`src/rtl/rtc_pkg.sv`:
```
package rtc_pkg;
  localparam int unsigned DW = 32;
  localparam int unsigned AW = 8;

  localparam logic [AW-1:0] OFS_CTRL  = 8'h00;
  localparam logic [AW-1:0] OFS_SECS  = 8'h04;
  localparam logic [AW-1:0] OFS_ALARM = 8'h08;
  localparam logic [AW-1:0] OFS_REGL  = 8'h0C;
  localparam logic [AW-1:0] OFS_HIBR  = 8'h20;
  localparam logic [AW-1:0] OFS_SCRT  = 8'h34;

  localparam int unsigned B_RDY  = 7;
  localparam int unsigned B_SFLG = 6;
  localparam int unsigned B_SIE  = 5;
  localparam int unsigned B_AFLG = 4;
  localparam int unsigned B_AIE  = 3;
  localparam int unsigned B_AEN  = 2;
  localparam int unsigned B_CEN  = 0;
endpackage

```
`src/rtl/rtc_wpath.sv`:
```
module rtc_wpath #(
  parameter int unsigned AW     = 8,
  parameter int unsigned DW     = 32,
  parameter int unsigned WR_LAT = 4
) (
  input  logic          clk,
  input  logic          rst_n,
  input  logic          wr_en,
  input  logic [AW-1:0] addr,
  input  logic [DW-1:0] wdata,
  output logic          ready,
  output logic          commit,
  output logic [AW-1:0] c_addr,
  output logic [DW-1:0] c_data
);
  localparam int unsigned CW = $clog2(WR_LAT + 1);

  logic [CW-1:0] cnt_q, cnt_d;
  logic          take;

  assign ready  = (cnt_q == '0);
  assign take   = wr_en && ready;
  assign commit = (cnt_q == CW'(1));

  always_comb begin
    cnt_d = cnt_q;
    if (take)       cnt_d = CW'(WR_LAT);
    else if (!ready) cnt_d = cnt_q - CW'(1);
  end

  always_ff @(posedge clk or negedge rst_n) begin
    if (!rst_n) cnt_q <= '0;
    else        cnt_q <= cnt_d;
  end

  // Captured write, loaded only when accepted
  always_ff @(posedge clk or negedge rst_n) begin
    if (!rst_n) begin
      c_addr <= '0;
      c_data <= '0;
    end else if (take) begin
      c_addr <= addr;
      c_data <= wdata;
    end
  end

  a_r2_busy_after_take: assert property (@(posedge clk) disable iff (!rst_n)
    (wr_en && ready) |=> !ready);
  a_r2_capture_stable: assert property (@(posedge clk) disable iff (!rst_n)
    (!ready && !commit) |=> $stable(c_data) && $stable(c_addr));
  a_r3_ready_after_commit: assert property (@(posedge clk) disable iff (!rst_n)
    commit |=> ready);
endmodule

```
`src/rtl/rtc_timebase.sv`:
```
module rtc_timebase #(
  parameter int unsigned DW = 32
) (
  input  logic          clk,
  input  logic          rst_n,
  input  logic          tick,
  input  logic          cnt_en,
  input  logic          load,
  input  logic [DW-1:0] load_val,
  input  logic          alarm_en,
  input  logic [DW-1:0] alarm_val,
  input  logic          flag_wr,
  input  logic          keep_sflag,
  input  logic          keep_aflag,
  output logic [DW-1:0] secs,
  output logic          sflag,
  output logic          aflag
);
  logic [DW-1:0] secs_d;
  logic          sflag_d, aflag_d;
  logic          inc, match;

  assign inc   = tick && cnt_en && !load;
  assign match = alarm_en && (secs == alarm_val);

  always_comb begin
    secs_d = secs;
    if (load)     secs_d = load_val;
    else if (inc) secs_d = secs + DW'(1);
  end

  always_comb begin
    sflag_d = sflag;
    aflag_d = aflag;
    if (flag_wr) begin
      sflag_d = sflag & keep_sflag;
      aflag_d = aflag & keep_aflag;
    end
    if (inc)   sflag_d = 1'b1;
    if (match) aflag_d = 1'b1;
  end

  always_ff @(posedge clk or negedge rst_n) begin
    if (!rst_n) begin
      secs  <= '0;
      sflag <= 1'b0;
      aflag <= 1'b0;
    end else begin
      secs  <= secs_d;
      sflag <= sflag_d;
      aflag <= aflag_d;
    end
  end

  a_r4_count_step: assert property (@(posedge clk) disable iff (!rst_n)
    (tick && cnt_en && !load) |=> secs == $past(secs) + DW'(1));
  a_r4_count_hold: assert property (@(posedge clk) disable iff (!rst_n)
    (!(tick && cnt_en) && !load) |=> $stable(secs));
  a_r5_flag_on_step: assert property (@(posedge clk) disable iff (!rst_n)
    (tick && cnt_en && !load) |=> sflag);
  a_r6_alarm_hit: assert property (@(posedge clk) disable iff (!rst_n)
    (alarm_en && secs == alarm_val) |=> aflag);
endmodule

```
`src/rtl/secs_rtc.sv`:
```
module secs_rtc #(
  parameter int unsigned WR_LAT = 4
) (
  input  logic        clk,
  input  logic        rst_n,
  input  logic        tick_1hz,
  input  logic        wr_en,
  input  logic [7:0]  addr,
  input  logic [31:0] wdata,
  output logic [31:0] rdata,
  output logic        irq,
  output logic        poweroff_req
);
  import rtc_pkg::*;

  logic          ready, commit;
  logic [AW-1:0] c_addr;
  logic [DW-1:0] c_data;
  logic [DW-1:0] secs, alarm_q, regl_q, scrt_q;
  logic          sflag, aflag;
  logic          cen_q, aen_q, aie_q, sie_q;
  logic          wr_ctrl, wr_secs, wr_alarm, wr_regl, wr_hibr, wr_scrt;

  rtc_wpath #(.AW(AW), .DW(DW), .WR_LAT(WR_LAT)) u_wpath (
    .clk(clk), .rst_n(rst_n), .wr_en(wr_en), .addr(addr), .wdata(wdata),
    .ready(ready), .commit(commit), .c_addr(c_addr), .c_data(c_data)
  );

  assign wr_ctrl  = commit && (c_addr == OFS_CTRL);
  assign wr_secs  = commit && (c_addr == OFS_SECS);
  assign wr_alarm = commit && (c_addr == OFS_ALARM);
  assign wr_regl  = commit && (c_addr == OFS_REGL);
  assign wr_hibr  = commit && (c_addr == OFS_HIBR);
  assign wr_scrt  = commit && (c_addr == OFS_SCRT);

  rtc_timebase #(.DW(DW)) u_tb (
    .clk(clk), .rst_n(rst_n), .tick(tick_1hz), .cnt_en(cen_q),
    .load(wr_secs), .load_val(c_data),
    .alarm_en(aen_q), .alarm_val(alarm_q),
    .flag_wr(wr_ctrl), .keep_sflag(c_data[B_SFLG]), .keep_aflag(c_data[B_AFLG]),
    .secs(secs), .sflag(sflag), .aflag(aflag)
  );

  // Control enables, alarm word, hibernate request
  always_ff @(posedge clk or negedge rst_n) begin
    if (!rst_n) begin
      cen_q <= 1'b0;
      aen_q <= 1'b0;
      aie_q <= 1'b0;
      sie_q <= 1'b0;
    end else if (wr_ctrl) begin
      cen_q <= c_data[B_CEN];
      aen_q <= c_data[B_AEN];
      aie_q <= c_data[B_AIE];
      sie_q <= c_data[B_SIE];
    end
  end

  always_ff @(posedge clk or negedge rst_n) begin
    if (!rst_n)        alarm_q <= '0;
    else if (wr_alarm) alarm_q <= c_data;
  end

  always_ff @(posedge clk or negedge rst_n) begin
    if (!rst_n)        regl_q <= '0;
    else if (wr_regl)  regl_q <= c_data;
  end

  always_ff @(posedge clk or negedge rst_n) begin
    if (!rst_n)                      poweroff_req <= 1'b0;
    else if (wr_hibr && c_data[0])   poweroff_req <= 1'b1;
  end

  // Scratchpad deliberately outside reset: it must outlive it
  always_ff @(posedge clk) begin
    if (wr_scrt) scrt_q <= c_data;
  end

  assign irq = (sflag && sie_q) || (aflag && aie_q);

  always_comb begin
    rdata = '0;
    unique case (addr)
      OFS_CTRL: begin
        rdata[B_RDY]  = ready;
        rdata[B_SFLG] = sflag;
        rdata[B_SIE]  = sie_q;
        rdata[B_AFLG] = aflag;
        rdata[B_AIE]  = aie_q;
        rdata[B_AEN]  = aen_q;
        rdata[B_CEN]  = cen_q;
      end
      OFS_SECS:  rdata = secs;
      OFS_ALARM: rdata = alarm_q;
      OFS_REGL:  rdata = regl_q;
      OFS_HIBR:  rdata = {{(DW-1){1'b0}}, poweroff_req};
      OFS_SCRT:  rdata = scrt_q;
      default:   rdata = '0;
    endcase
  end

  a_r9_poweroff_sticky: assert property (@(posedge clk) disable iff (!rst_n)
    poweroff_req |=> poweroff_req);
  a_r7_flag_kept_by_one: assert property (@(posedge clk) disable iff (!rst_n)
    (wr_ctrl && c_data[B_SFLG] && sflag) |=> sflag);
  a_r3_alarm_only_on_commit: assert property (@(posedge clk) disable iff (!rst_n)
    !wr_alarm |=> $stable(alarm_q));
endmodule

```
`config.mk`:
```
export PLATFORM = sky130hd
export DESIGN_NAME = secs_rtc
export DESIGN_NICKNAME = d
export VERILOG_FILES = /design/src/rtl/rtc_pkg.sv /design/src/rtl/rtc_wpath.sv /design/src/rtl/rtc_timebase.sv /design/src/rtl/secs_rtc.sv
export SDC_FILE = /design/constraint.sdc
export NUM_CORES = 1
export LEC_CHECK = 0
export CAP_MARGIN = 20
export CORE_UTILIZATION = 30
export CTS_CLUSTER_SIZE = 14
export DETAILED_ROUTE_END_ITERATION = 8
export DONT_BUFFER_PORTS = 1
export HOLD_SLACK_MARGIN = 0.02
export SYNTH_ARGS = -nofsm -noshare
export SYNTH_HDL_FRONTEND = slang
export SYNTH_SLANG_ARGS = --single-unit
```
`constraint.sdc`:
```
create_clock -name clk -period 2.2 [get_ports clk]
set_input_delay 0.44 -clock clk [delete_from_list [all_inputs] [get_ports clk]]
set_output_delay 0.44 -clock clk [all_outputs]
set_load 0.01 [all_outputs]
```
; ---- Word level (Yosys, flattened, before mapping)
; Index checks and enable logic that the tools add are counted.
[classes]
addsub = 2
multipliers = 0
div = 0
magnitude_cmp = 0
eq_ne = 13
shifts = 0
muxes = 12
bitwise_logic = 2
reduce_logical = 21
[op_table]
columns = operator, count
row1 = 24-bit one-hot mux with 4 select lines, 1
row2 = 32-bit 2-to-1 mux, 2
row3 = "32-bit by 1-bit adder with 32-bit output, second input constant", 1
row4 = 32-bit equality test, 1
row5 = "8-bit by 4-bit equality test with 1-bit output, second input constant", 4
row6 = "8-bit by 6-bit equality test with 1-bit output, second input constant", 4
row7 = 6-bit one-hot mux with 5 select lines, 1
row8 = "8-bit by 3-bit equality test with 1-bit output, second input constant", 2
row9 = 8-bit logical NOT, 2
row10 = 1-bit logical AND, 13
row11 = 3-bit 2-to-1 mux, 2
row12 = 1-bit one-hot mux with 6 select lines, 1
row13 = 2-bit nonzero test, 3
row14 = 1-bit 2-to-1 mux, 4
row15 = 1-bit one-hot mux with 4 select lines, 1
row16 = "3-bit by 1-bit equality test with 1-bit output, second input constant", 1
row17 = 3-bit logical NOT, 1
row18 = "3-bit by 1-bit subtractor with 3-bit output, second input constant", 1
row19 = 1-bit bitwise AND, 2
row20 = "2-bit by 1-bit inequality test with 1-bit output, second input constant", 1
row21 = 1-bit logical NOT, 1
row22 = 1-bit logical OR, 1
[totals]
regBits = 178
latchBits = 0
ram_bits = 0
romBits = 0
inputBits = 44
elab_cells = 64
mem_count = 0

; ---- Depth between registers and ports, before layout
[logic_depth]
depth_word = 6
depth_mapped = 8
mapped_depth_nobuf = 6

; ---- Cells and area by module
; A second synthesis with hierarchy kept.
[hier_totals]
cells_unflattened = 675
area_unflattened_um2 = 8620.8
[modules_own_cells]
columns = module, n_inst, cells_per_inst, area_each_um2, seq_area_each_um2
row1 = secs_rtc, 1, 323, 4657.0, 2687.6
row2 = rtc_timebase, 1, 251, 2269.7, 850.8
row3 = rtc_wpath, 1, 101, 1694.1, 1076.0

; ---- Least setup slack after synthesis
; No wires, ideal clock.
[synth_timing]
path_type = register to register
startpoint = reg u_wpath.cnt_q[1]
endpoint = reg scrt_q[0] (enable)
setup_time_ps = 392
arrival_time_ps = 2003
required_time_ps = 1808
path_slack_ps = -195
path_stages_with_launch = 6
cell_sequence = dfrtp_1 inv_1 ha_1 nor4b_2 and3_1 and3_1
[synth_via]
elab_chain_len = 2
[synth_rtl]
columns = item, line_no
row1 = "start, declared", rtc_wpath.sv:18  ; logic [CW-1:0] cnt_q, cnt_d;
row2 = "start signal, assigned", rtc_wpath.sv:33  ; else cnt_q <= cnt_d;
row3 = 3-bit by 1-bit equality test with 1-bit output, rtc_wpath.sv:23  ; assign commit = (cnt_q == CW'(1));
row4 = 1-bit logical AND, secs_rtc.sv:34  ; assign wr_scrt = commit && (c_addr == OFS_SCRT);
row5 = net wr_scrt, secs_rtc.sv:22  ; logic wr_ctrl, wr_secs, wr_alarm, wr_regl, wr_hibr, wr_scrt;
row6 = "end signal, assigned", secs_rtc.sv:76  ; if (wr_scrt) scrt_q <= c_data;
row7 = "end, declared", secs_rtc.sv:19  ; logic [DW-1:0] secs, alarm_q, regl_q, scrt_q;
; The timed path passes the listed nets, and every way through them passes these cells.
; A chain may end at the register's enable or synchronous reset.

; ---- Worst setup path after layout
[layout_timing]
startpoint = in addr[3]
endpoint = out rdata[14]
[layout_via]
elab_chain_len = 2
word_cells_on_any_way = 5
classes_between = eq/ne (4) / mux (1)
[layout_rtl]
columns = item, line_no
row1 = "start, declared", secs_rtc.sv:8  ; input logic [7:0] addr,
row2 = 8-bit by 6-bit equality test with 1-bit output (tied with other cells), secs_rtc.sv:83  ; unique case (addr)
row3 = 24-bit one-hot mux with 4 select lines (*), secs_rtc.sv:83
row4 = "end, declared", secs_rtc.sv:10  ; output logic [31:0] rdata,
; Mark *: on every way between the ends. The rest lies on a longest branch, timed or not.

==> run metrics <==
run status=finished with violations; failing checks=negative hold slack; Post-Syn Area=0.00864 mm²; met1 wire length=10600 µm; CTS tree=built; Psw=4040 µW; placer congestion estimate=0.829; Tightest Hold Check Type=input pin to asynchronous set/reset pin; Buf+Inv Stages, Crit Path=1; Worst EP required=1.76 ns; skew final=0.0114 ns; post-route minimum period=2.13 ns; Synth warnings=0; share of post-route cells with drive strength above 1=0.241; Hold Violations, Final=146; Worst EP arrival=1.69 ns; PD cells=1190 mW/mm²; drc violations=0; Pre-antenna DRT Iters=4; worst-margin pin slew=0.472 ns; fin crit share=0.966; GRT Total Usage=0.156; Setup Crit Path Kind=input pin to output port; die area=0.0295 mm²; Final setup viols=0; uppermost layer routed=met4; final global-route overflow total=0; Die Wd=172 µm; Non-Filler Instances=1120; post-synth net total=754; synth unique cells=49; commonest non-fill, non-tap cells in the layout=146 x dfrtp_1, 77 x mux2_2, 51 x nor2_1, 48 x buf_4, 40 x mux2i_1; CTS H-tree lvls=4; Routed Antenna Nets=0; total internal power=7860 µW; diode count=0; Final Core Density=0.356; vias in the first global route=5789; largest net degree at the start of global routing=147; number of register bits inferred by synthesis=178; Logic pwr share=0.283; Clock power frac=0.273; cells after synthesis=706; share of the synthesized area in the top cell type=0.423; metal2 WL=10400 µm; first-pass GRT wire length=34400 µm; Sink Count=178; Max Fclk=0.471 GHz; fin. max-slew vios=0; post-synth top area cell=dfrtp_1; Initial Util=0.308; Rel. slew slack=0.682; IO buf count=0; switching share of total power=0.339; sequential power share=0.443; DR iter-0 viols=360; routed vias/inst=5.08; sequential area share after synthesis=0.534; CTS Buf Count=17; Synth area leaders=dfrtp_1 42%, edfxtp_1 11%, mux2_2 10%, mux2i_1 4.6%, mux2_1 4.2%; Top Family by Delay on Critical Path=simple AND/OR/NAND/NOR gates; Final Net Count=778; Core Rows=61; Die H=172 µm; Core Box Area=0.0281 mm²; hold_ws=-0.294 ns; Primary FF master, synth=dfrtp_1; placed cells=1088; # fillers=2782; peak supply drop=0.432 mV; Critical Path, Cell by Cell=nor3_1, nand2_1, nor4_4, buf_4, a221o_1; Layout area overhead=15.9%; EDFF count, synth=32; Clock Path Buffers=2; CP peak stage delay=0.31 ns; Worst setup SP type=input pin; WL per Instance=19.5 µm; post-DP HPWL=15400 µm; drt total wl=21900 µm; Synth async-reset ratio=0.820; metal3 WL=624 µm; P_leak=0.00421 µW; clock slew at reported path FFs=0.07 ns; io pins=78; Critical Path Sink Type=output port; crit path max fanout=14; Vias=5685; commonest non-fill, non-tap cell in the layout=dfrtp_1; initial antenna violation count=0; average size of a mapped cell=12.2 µm²; Clk Latency, worst-skew pair=0.43 ns; CTS root buffer=clkbuf_16; Worst path slowest cell=nor4_4; MaxCap Viol Count=0
power groups by stage:
stage          sequential (µW)  combinational (µW)  clock (µW)
6_report                  5280                3370        3250
5_1_grt                   5430                3740        3460
4_1_cts                   5280                3340        3340
3_5_place_dp              5340                3300           0
3_3_place_gp              5320                3240           0
2_1_floorplan             4960                2420           0
per-stage QoR:
step | total power [µW] | setup WS (ns) | area [µm²] | TNS, ns | hold slack [ns]
2_1_floorplan | 7380 | 0.00844 | 8650 | 0 | 0.144
4_1_cts | 12000 | 0.00524 | 9980 | 0 | -0.320
3_3_place_gp | 8560 | 0.0309 | 9350 | 0 | 0.150
3_5_place_dp | 8630 | 0.0323 | 9350 | 0 | 0.151
5_1_grt | 12600 | -0.0289 | 10000 | -0.0879 | -0.319
6_report | 11900 | 0.0749 | 10000 | 0 | -0.294
layer usage:
| layer | vias to the layer above | track usage |
|---|---|---|
| met5 | - | 0 |
| met2 | 89 | 0.251 |
| met1 | 2900 | 0.213 |
| li1 | 2683 | - |
| met4 | 0 | 0.0439 |
| met3 | 13 | 0.0283 |
worst paths after layout:
kind / end / from / slack (ns) / depth (start not counted)
worst min register to register: regl_q[6]$_DFFE_PN0P_ / regl_q[6]$_DFFE_PN0P_ / 0.49 / 1
min in group clk: u_wpath.c_data[15]$_DFFE_PN0P_ / wdata[15] / 0.15 / 1
worst max register to register: regl_q[17]$_DFFE_PN0P_ / u_wpath.cnt_q[0]$_DFFE_PN0P_ / 0.11 / 7
worst min-delay path: u_wpath.c_data[24]$_DFFE_PN0P_ / rst_n / -0.29 / 0
max in group asynchronous: u_wpath.c_addr[3]$_DFFE_PN0P_ / rst_n / 2.21 / 0
worst max-delay path: rdata[14] / addr[3] / 0.07 / 5
Yosys cell counts, drive strengths merged, types with 16 or more instances:
cell / number
buf: 20
dfrtp: 146
a221o: 26
o21ai: 23
mux2: 109
mux2i: 40
or4: 16
a31oi: 17
edfxtp: 32
clkbuf: 27
xor2: 32
nor2: 51
nand2: 29
sequential cells by signal (all words and copies together), names as in the netlist, 3 cells and up:
name and count:
u_wpath.cnt_q 3, u_tb.secs 32, scrt_q 32, regl_q 32, u_wpath.c_addr 8, alarm_q 32, u_wpath.c_data 32
worst reg2reg max path: stages, from the launching register on:
cell and delay [ns]:
dfrtp_1 0.38, buf_4 0.14, ha_1 0.13, nor4b_2 0.26, nand2_1 0.12, or3_1 0.35, buf_4 0.24, mux2_1 0.35
cell families after synthesis:
kind of cell / synth area share
AOI/OAI and AO/OA: 0.0846
xor gates and xnor gates: 0.0456
adders and majority gates: 0.00579
buffers and inverters: 0.0356
DFF: 0.534
muxes: 0.188
and+or+nand+nor: 0.106
layout make-up:
class	count	area, µm²	share of cell area
inverter	12	45.0	0.00450
timing repair buffer	54	480	0.0480
tap	378	473	0.0473
multi-input combinational	467	3770	0.377
clock inverter	12	180	0.0180
clock buffer	19	443	0.0443
sequential	178	4610	0.461
repair_timing:
action / 4_1_cts / 5_1_grt
pin swaps: 2 / 2
gates resized for setup: 1 / 7
setup endpoints to repair: 1 / 16
setup buffers: 1 / 0
endpoints found under the hold margin: 146 / 146
(Power assumes the default switching activity.)
